<file path="src/rtl/conv_res_pkg.sv">
package conv_res_pkg;
  typedef enum logic {
    LK_OPEN = 1'b0,
    LK_HELD = 1'b1
  } lock_state_e;

  typedef struct packed {
    logic store;
    logic drop;
  } wr_dec_t;
endpackage

</file>
<file path="src/rtl/conv_lock_ctrl.sv">
module conv_lock_ctrl
  import conv_res_pkg::*;
(
  input  logic clk,
  input  logic rst_n,
  input  logic res_vld_i,
  input  logic rd_lo_i,
  input  logic rd_hi_i,
  output logic wr_en_o,
  output logic locked_o,
  output logic done_o,
  output logic lost_o
);
  lock_state_e state_q, state_d;
  wr_dec_t     dec;
  logic        done_d, lost_d;

  always_comb begin
    state_d = state_q;
    if (rd_hi_i)      state_d = LK_OPEN;
    else if (rd_lo_i) state_d = LK_HELD;
    dec.store = res_vld_i & (rd_hi_i | ((state_q == LK_OPEN) & ~rd_lo_i));
    dec.drop  = res_vld_i & ~dec.store;
    done_d    = res_vld_i;
    lost_d    = dec.drop;
  end

  always_ff @(posedge clk or negedge rst_n) begin
    if (!rst_n) begin
      state_q <= LK_OPEN;
      done_o  <= 1'b0;
      lost_o  <= 1'b0;
    end else begin
      state_q <= state_d;
      done_o  <= done_d;
      lost_o  <= lost_d;
    end
  end

  assign wr_en_o  = dec.store;
  assign locked_o = (state_q == LK_HELD);
endmodule

</file>
<file path="src/rtl/conv_byte_store.sv">
module conv_byte_store #(
  parameter int RES_W = 10
) (
  input  logic             clk,
  input  logic             rst_n,
  input  logic             wr_en_i,
  input  logic [RES_W-1:0] wr_data_i,
  output logic [RES_W-1:0] q_o
);
  logic [RES_W-1:0] q_d;

  always_comb begin
    q_d = q_o;
    if (wr_en_i) q_d = wr_data_i;
  end

  always_ff @(posedge clk or negedge rst_n) begin
    if (!rst_n) q_o <= '0;
    else        q_o <= q_d;
  end
endmodule

</file>
<file path="src/rtl/conv_rd_mux.sv">
module conv_rd_mux #(
  parameter int RES_W  = 10,
  parameter int BYTE_W = 8
) (
  input  logic [RES_W-1:0]  q_i,
  input  logic              rd_lo_i,
  input  logic              rd_hi_i,
  output logic [BYTE_W-1:0] rd_data_o
);
  logic [BYTE_W-1:0] lo_byte, hi_byte;

  assign lo_byte = q_i[BYTE_W-1:0];

  for (genvar i = 0; i < BYTE_W; i++) begin : g_hi
    if (BYTE_W + i < RES_W) begin : g_bit
      assign hi_byte[i] = q_i[BYTE_W+i];
    end else begin : g_zero
      assign hi_byte[i] = 1'b0;
    end
  end

  always_comb begin
    rd_data_o = '0;
    if (rd_lo_i)      rd_data_o = lo_byte;
    else if (rd_hi_i) rd_data_o = hi_byte;
  end
endmodule

</file>
<file path="src/rtl/conv_result_hold.sv">
module conv_result_hold #(
  parameter int RES_W  = 10,
  parameter int BYTE_W = 8
) (
  input  logic              clk,
  input  logic              rst_n,
  input  logic              res_vld_i,
  input  logic [RES_W-1:0]  res_data_i,
  input  logic              rd_lo_i,
  input  logic              rd_hi_i,
  output logic [BYTE_W-1:0] rd_data_o,
  output logic              done_o,
  output logic              lost_o
);
  logic             wr_en;
  logic             locked;
  logic [RES_W-1:0] store_q;

  conv_lock_ctrl u_lock (
    .clk      (clk),
    .rst_n    (rst_n),
    .res_vld_i(res_vld_i),
    .rd_lo_i  (rd_lo_i),
    .rd_hi_i  (rd_hi_i),
    .wr_en_o  (wr_en),
    .locked_o (locked),
    .done_o   (done_o),
    .lost_o   (lost_o)
  );

  conv_byte_store #(.RES_W(RES_W)) u_store (
    .clk      (clk),
    .rst_n    (rst_n),
    .wr_en_i  (wr_en),
    .wr_data_i(res_data_i),
    .q_o      (store_q)
  );

  conv_rd_mux #(.RES_W(RES_W), .BYTE_W(BYTE_W)) u_mux (
    .q_i      (store_q),
    .rd_lo_i  (rd_lo_i),
    .rd_hi_i  (rd_hi_i),
    .rd_data_o(rd_data_o)
  );
endmodule

</file>
<file path="config.mk">
export PLATFORM = sky130hd
export DESIGN_NAME = conv_result_hold
export DESIGN_NICKNAME = d
export VERILOG_FILES = /design/src/rtl/conv_res_pkg.sv /design/src/rtl/conv_lock_ctrl.sv /design/src/rtl/conv_byte_store.sv /design/src/rtl/conv_rd_mux.sv /design/src/rtl/conv_result_hold.sv
export SDC_FILE = /design/constraint.sdc
export NUM_CORES = 1
export LEC_CHECK = 0
export ABC_AREA = 1
export BUFFER_PORTS_ARGS = -buffer_cell sky130_fd_sc_hd__buf_2
export CORE_AREA = 2 2 39 41
export DETAILED_ROUTE_END_ITERATION = 8
export DIE_AREA = 0 0 41 43
export PLACE_DENSITY = 0.72
export SETUP_SLACK_MARGIN = 0.3
export SYNTH_ARGS = -nofsm -noshare
export SYNTH_HDL_FRONTEND = slang
export SYNTH_HIERARCHICAL = 1
export SYNTH_SLANG_ARGS = --single-unit
</file>
<file path="constraint.sdc">
create_clock -name clk -period 2.05 [get_ports clk]
set_input_delay 0.3075 -clock clk [delete_from_list [all_inputs] [get_ports clk]]
set_output_delay 0.3075 -clock clk [all_outputs]
set_load 0.05 [all_outputs]
</file>
==> flow_metrics.tcl, run 1 <==
set metrics [dict create \
    hpwlAfterDp_um 870 \
    grt_max_degree 14 \
    via_per_inst 4.34 \
    die_w_um 41 \
    postRouteAntennaNets 0 \
    pre_cts_slack_ns 0.587 \
    synth.avg_cell_area_um2 8.08 \
    gp_congestion 0.667 \
    clock-sinks 13 \
    core-area_um2 1380 \
    grt_pass1_wl_mm 1.72 \
    status "finished clean" \
    layout.cells.non_filler 113 \
    finalSetupViolCount 0 \
    worst_slew_pin_slew_ns 0.417 \
    insertion_delay_ns 0.27 \
    die_area_um2 1760 \
    initial_core_util_pct 40.9 \
    cts-root-buf "clkbuf_4" \
    ir_worst_vdd_mv 0.364 \
    power_density_nw_per_um2 838 \
    h-tree-depth 1 \
    setup_ws_ns 0.694 \
    cts_tree "built" \
    worstSetupStartpointType "flip-flop" \
    hold_viol_final 0 \
    power.total_uw 603 \
    maxCapViolCount 0 \
    slew_headroom_pct 72.2 \
    synthSimpleGateAreaFrac_pct 32.5 \
    synthCells 70 \
    whs_ns 0.155 \
    ys_types 8 \
    final_layout_size_suffix_gt1_share_pct 33.0 \
    cts_setup_buffers 0 \
    portBuffers 24 \
    gr-total-overflow 0 \
    finalMaxSlewViolations 0 \
    dp.cells 108 \
    cts_resized 0 \
    critPathArrivalTime_ns 1.05 \
    yosys_register_bits 13 \
    nNetsFinal 113 \
    grt_usage_pct 14.9 \
    clock_skew_ns 0.00287 \
    num_rows 14 \
    syn-cell-area_um2 566 \
    drc 0 \
    antenna_cells 0 \
    io_pins 25 \
    yosysWarnings 6 \
    crit_type "flip-flop to primary output" \
    period_share_pct 66.2 \
    synth_top_family_by_area "simple AND/OR/NAND/NOR gates" \
    clkTransAtPathRegs_ns 0.07 \
    seqCellArea_um2 325 \
    die_h_um 43 \
    clock_path_buffers 2 \
    drtIter0Drc 13 \
    synthesis.nets 85 \
    finalSetupTns_ns 0 \
    timing.final.crit_period_ns 1.36 \
    vias 490 \
    routedWlPerCell_um 9.99 \
    hp-class "input port to flip-flop" \
    cp-end-kind "primary output" \
    fmax_ghz 0.737 \
    first_pass_iters 4 \
    fill_cells 146 \
    cts_buffers 3 \
    synth-xor-area-share_pct 0 \
    grt_pass1_vias 438 \
    drt_wl_total_mm 1.13 \
    synth_compound_gate_area_share_pct 0 \
    multi_input_area_um2 184 \
    synthAdderAreaFrac_pct 0 \
    synthMuxAreaShare_pct 0 \
    syn2layout_area_growth_pct 27.2 \
    seq_area_frac_synth_pct 57.5 \
    critPathMaxFanout 2 \
    antenna_found_initial 0 \
    p_leak_nw 0.466 \
    worstPathRequired_ns 1.74 \
    rsz0062_at_grt "false" \
]
-- path summary, 6_finish.rpt --
path                                  end  depth (start not counted)             from  slack [ns]
max                          rd_data_o[0]                          3   u_store/q_o[8]        0.69
max reg2reg                u_store/q_o[6]                          6  u_lock/locked_o        0.75
min reg2reg                u_store/q_o[2]                          2   u_store/q_o[2]        0.48
min                         u_lock/done_o                          1        res_vld_i        0.16
max in group asynchronous  u_store/q_o[4]                          2            rst_n        1.38
min in group asynchronous  u_store/q_o[2]                          2            rst_n        0.44
-- per-stage QoR --
stage	area, µm²	utilization, %
2_1_floorplan	566	-
3_3_place_gp	683	49.4
3_5_place_dp	683	49.4
4_1_cts	719	52.0
5_1_grt	719	52.0
6_report	719	52.0
-- layout make-up --
class | instances | share of cell area (%)
clock buffers | 4 | 3.65
inverters | 9 | 4.70
multi-input cells | 46 | 25.6
flip-flops and latches | 13 | 45.2
well taps | 16 | 2.78
repair buffers | 25 | 18.1
-- placed cells by master (no fill, tap or decap) --
cell / synthesis / routed
nand2_1: 40 / 40
buf_2: 0 / 24
dfrtp_1: 13 / 13
inv_1: 7 / 7
clkbuf_4: 0 / 3
nor2_2: 3 / 3
inv_2: 2 / 2
nand3_1: 2 / 2
clkbuf_1: 0 / 1
dlygate4sd3_1: 0 / 1
nor3_1: 1 / 1
-- registers in the layout, summed over array words and instances, names as in the netlist --
signal,flops
u_lock/locked_o,1
u_lock/lost_o,1
u_store/q_o,10
u_lock/done_o,1
-- routing by layer --
metal | global-route usage (%) | vias up | wire length, µm
met1 | 19.2 | 215 | 530
met4 | 10.0 | 0 | 12
met5 | 0 | - | 0
met2 | 20.3 | 15 | 523
li1 | - | 258 | -
met3 | 4.71 | 2 | 62
-- worst max-delay path, cell delays in order, from the launching register on --
cell     delay [ns]
dfrtp_1        0.36
nand3_1        0.10
nand2_1        0.07
buf_2          0.26
-- cells in the mapped netlist, drive strengths merged --
cell type   n  share of area [%]
nand2      40                 27
nor3        1               0.88
dfrtp      13                 58
buf         2                4.0
nand3       2                1.8
nor2        3                3.3
inv         9                6.0
-- power breakdown --
group / total [mW] / switching [mW] / internal, mW / leakage, nW
combinational: 0.151 / 0.110 / 0.0414 / 0.290
sequential: 0.300 / 0.0145 / 0.285 / 0.160
clock: 0.152 / 0.0770 / 0.0753 / 0.0150
total: 0.603 / 0.201 / 0.402 / 0.466
-- timing repair --
action	4_1_cts	5_1_grt
hold buffers	1	0
setup endpoints to repair	0	0
endpoints found under the hold margin	13	0
-- logic make-up (layout without fill, tap and decap cells) --
kind of cell           Yosys count  in the layout
buffers and inverters           11             38
flip-flops                      13             13
AND/OR/NAND/NOR                 46             46
(Power assumes the default switching activity.)
==> inputs of run 2 (changes only) <==
--- a/config.mk
+++ b/config.mk
@@ -5,12 +5,11 @@
 export SDC_FILE = /design/constraint.sdc
 export NUM_CORES = 1
 export LEC_CHECK = 0
-export ABC_AREA = 1
+export ABC_AREA = 0
 export BUFFER_PORTS_ARGS = -buffer_cell sky130_fd_sc_hd__buf_2
-export CORE_AREA = 2 2 39 41
+export CORE_UTILIZATION = 44
 export DETAILED_ROUTE_END_ITERATION = 8
-export DIE_AREA = 0 0 41 43
-export PLACE_DENSITY = 0.72
+export PLACE_DENSITY = 0.74
 export SETUP_SLACK_MARGIN = 0.3
 export SYNTH_ARGS = -nofsm -noshare
 export SYNTH_HDL_FRONTEND = slang
==> constraint.sdc (replaced) <==
create_clock -name clk -period 1.25 [get_ports clk]
set_input_delay 0.1875 -clock clk [delete_from_list [all_inputs] [get_ports clk]]
set_output_delay 0.1875 -clock clk [all_outputs]
set_load 0.05 [all_outputs]
==> run 2 against run 1 <==
Compared with the run above: the flow now finishes with violations (negative setup slack); worst setup slack worse by 0.73 ns; sequential share of layout area is 12 points lower; total power is 110% higher; clock power is 62% higher; design area is 38% higher; sequential cell count stayed put; via count is 8.0% lower; global-route usage is 6.2 points higher; area after synthesis is 2.2% higher; clock skew is 0.00095 ns lower; first-iteration DRC count is 69% lower; non-clock buffer count is 15 higher; largest cell class is now buffers.
==> flow_metrics.tcl, run 2 <==
set metrics [dict create \
    worstPathRequired_ns 1.40 \
    drt_wl_total_mm 1.36 \
    yosys.area.top_type "dfrtp_1" \
    vias 451 \
    synthesis.nets 54 \
    finalMaxSlewViolations 0 \
    yosys_register_bits 13 \
    period_share_pct 103 \
    multi_input_area_um2 287 \
    rsz0062_at_grt "true" \
    syn-cell-area_um2 578 \
    timing.final.crit_period_ns 1.29 \
    die_h_um 38.2 \
    final_layout_size_suffix_gt1_share_pct 79.3 \
    p_leak_nw 0.511 \
    ys_types 8 \
    final_common_cell "buf_2" \
    fmax_ghz 0.776 \
    drc 0 \
    largest_reg_flops 10 \
    path_buf_inv 1 \
    cpPeakStageDelay_ns 0.38 \
    cp-end-kind "flip-flop" \
    synthMostInstantiatedCell "dfrtp_1" \
    gr-total-overflow 0 \
    whs_endpoint "u_lock/done_o" \
    whs_ns 0.0714 \
    via_per_inst 4.70 \
    violations "negative setup slack" \
    grt_pass1_wl_mm 1.97 \
    insertion_delay_ns 0.27 \
    ys_top_cells_by_area "dfrtp_1 (56%), mux2_4 (26%), and2_1 (7.6%), o21ba_4 (2.8%), nand2_1 (2.6%)" \
    ir_worst_vdd_mv 0.849 \
    hp-start "res_vld_i" \
    seqCellArea_um2 325 \
    rr_endpoint "u_store/q_o[6]" \
    async_flop_share_pct 100 \
    fill_cells 52 \
    grt_pass1_vias 464 \
    initial_core_util_pct 50.0 \
    whs_path_depth 1 \
    maxCapViolCount 0 \
    status "complete, but fails checks" \
    hold_viol_final 0 \
    top_register "u_store/q_o" \
    clkTransAtPathRegs_ns 0.07 \
    slew_headroom_pct 80.4 \
    grt_usage_pct 21.0 \
    crit_chain "o21ba_4 > nor2b_4 > buf_6 > mux2_4" \
    finalSetupTns_ns -0.245 \
    antenna_cells 0 \
    die_area_um2 1460 \
    cp_top_family "flip-flops" \
    syn2layout_area_growth_pct 71.4 \
    crit_type "flip-flop to flip-flop" \
    r2r_cells 4 \
    synthTopCellsByCount "dfrtp_1 (13), mux2_4 (10), and2_1 (7), nand2_1 (4), o21ai_0 (2)" \
    drtIter0Drc 4 \
    worstSetupStartpointType "flip-flop" \
    h-tree-depth 1 \
    synth_edf_count 0 \
    num_rows 12 \
    power_density_nw_per_um2 1260 \
    crit_slowest_cell "dfrtp_1" \
    die_w_um 38.2 \
    finalSetupViolCount 10 \
    timing.rr.start "u_lock/locked_o" \
    nNetsFinal 98 \
    ys.flop_type "dfrtp_1" \
    cts_buffers 3 \
    first_pass_iters 4 \
    layout_common_cells "buf_2 (14), dfrtp_1 (13), buf_4 (13)" \
    synth.avg_cell_area_um2 14.8 \
    layout.cells.non_filler 96 \
    critPathArrivalTime_ns 1.44 \
    routedWlPerCell_um 14.2 \
    clock_path_buffers 2 \
    dp.cells 80 \
    setup_ws_ns -0.0394 \
    gp_congestion 0.632 \
    postRouteAntennaNets 0 \
    synth_top_area_share_pct 56.3 \
    critPathMaxFanout 6 \
    cts_tree "built" \
    worst_slew_pin_slew_ns 0.293 \
    seq_area_frac_synth_pct 56.3 \
    io_pins 25 \
    grt_max_degree 14 \
    yosysWarnings 6 \
    synthCells 39 \
    cts-root-buf "clkbuf_4" \
    clock-sinks 13 \
    portBuffers 24 \
    core-area_um2 1160 \
    clock_skew_ns 0.00192 \
    rrSetupSlack_ns -0.04 \
    antenna_found_initial 0 \
    hp-class "input port to flip-flop" \
]
run 2: cell type report:
cell class / count / share of cell area [%]
flip-flops and latches: 13 / 32.8
multi-input cells: 25 / 28.9
well taps: 14 / 1.77
repair buffers: 40 / 33.8
clock buffers: 4 / 2.65
run 2: metal layers:
metal	global-route usage, %	part of all wire (%)	vias to the layer above
met2	38.1	53	18
met4	10.7	0	0
met3	5.23	5.4	0
met1	22.0	41	213
li1	-	-	220
met5	0	0	-
run 2: logic make-up (layout without fill, tap and decap cells):
kind of cell	after synthesis	after routing	share of synthesized area, %
flops	13	13	56.3
simple gates	12	12	11.3
mux	10	10	26.0
compound gates	3	3	4.55
buf+inv	1	44	1.95
run 2: how the worst max path moves through the flow:
| stage | from | endpoint | cells past startpoint |
|---|---|---|---|
| final | u_lock/locked_o | u_store/q_o[6] | 4 |
| after global routing | u_lock/locked_o | u_store/q_o[6] | 4 |
| after CTS | u_lock/locked_o | u_store/q_o[6] | 4 |
| after detailed placement | u_lock/locked_o | u_store/q_o[2] | 4 |
| after global placement | u_lock/locked_o | u_store/q_o[4] | 4 |
| after floorplan | u_lock/locked_o | u_store/q_o[0] | 4 |
run 2: power breakdown:
group	leakage, nW	internal, mW	switching [mW]	total (mW)
Combinational	0.341	0.273	0.222	0.495
Clock	0.0150	0.123	0.123	0.246
Sequential	0.155	0.474	0.0312	0.505
run 2: metrics by stage:
stage	setup WS [ns]	util [%]	power (mW)	instance area (µm²)
after floorplan	-0.0142	-	0.743	589
after global placement	-0.0379	64.5	0.826	746
after detailed placement	-0.0755	64.5	0.832	746
after CTS	-0.0109	83.2	1.23	962
after global routing	-0.0687	85.7	1.31	991
final	-0.0394	85.7	1.25	991
run 2: timing repair:
item | in CTS | in global routing
setup buffers | 8 | 3
setup endpoints to repair | 20 | 22
pin swaps | 6 | 0
hold endpoints to repair | 13 | 0
gates resized for setup | 38 | 2
gates cloned | 0 | 0
hold buffers | 1 | 0
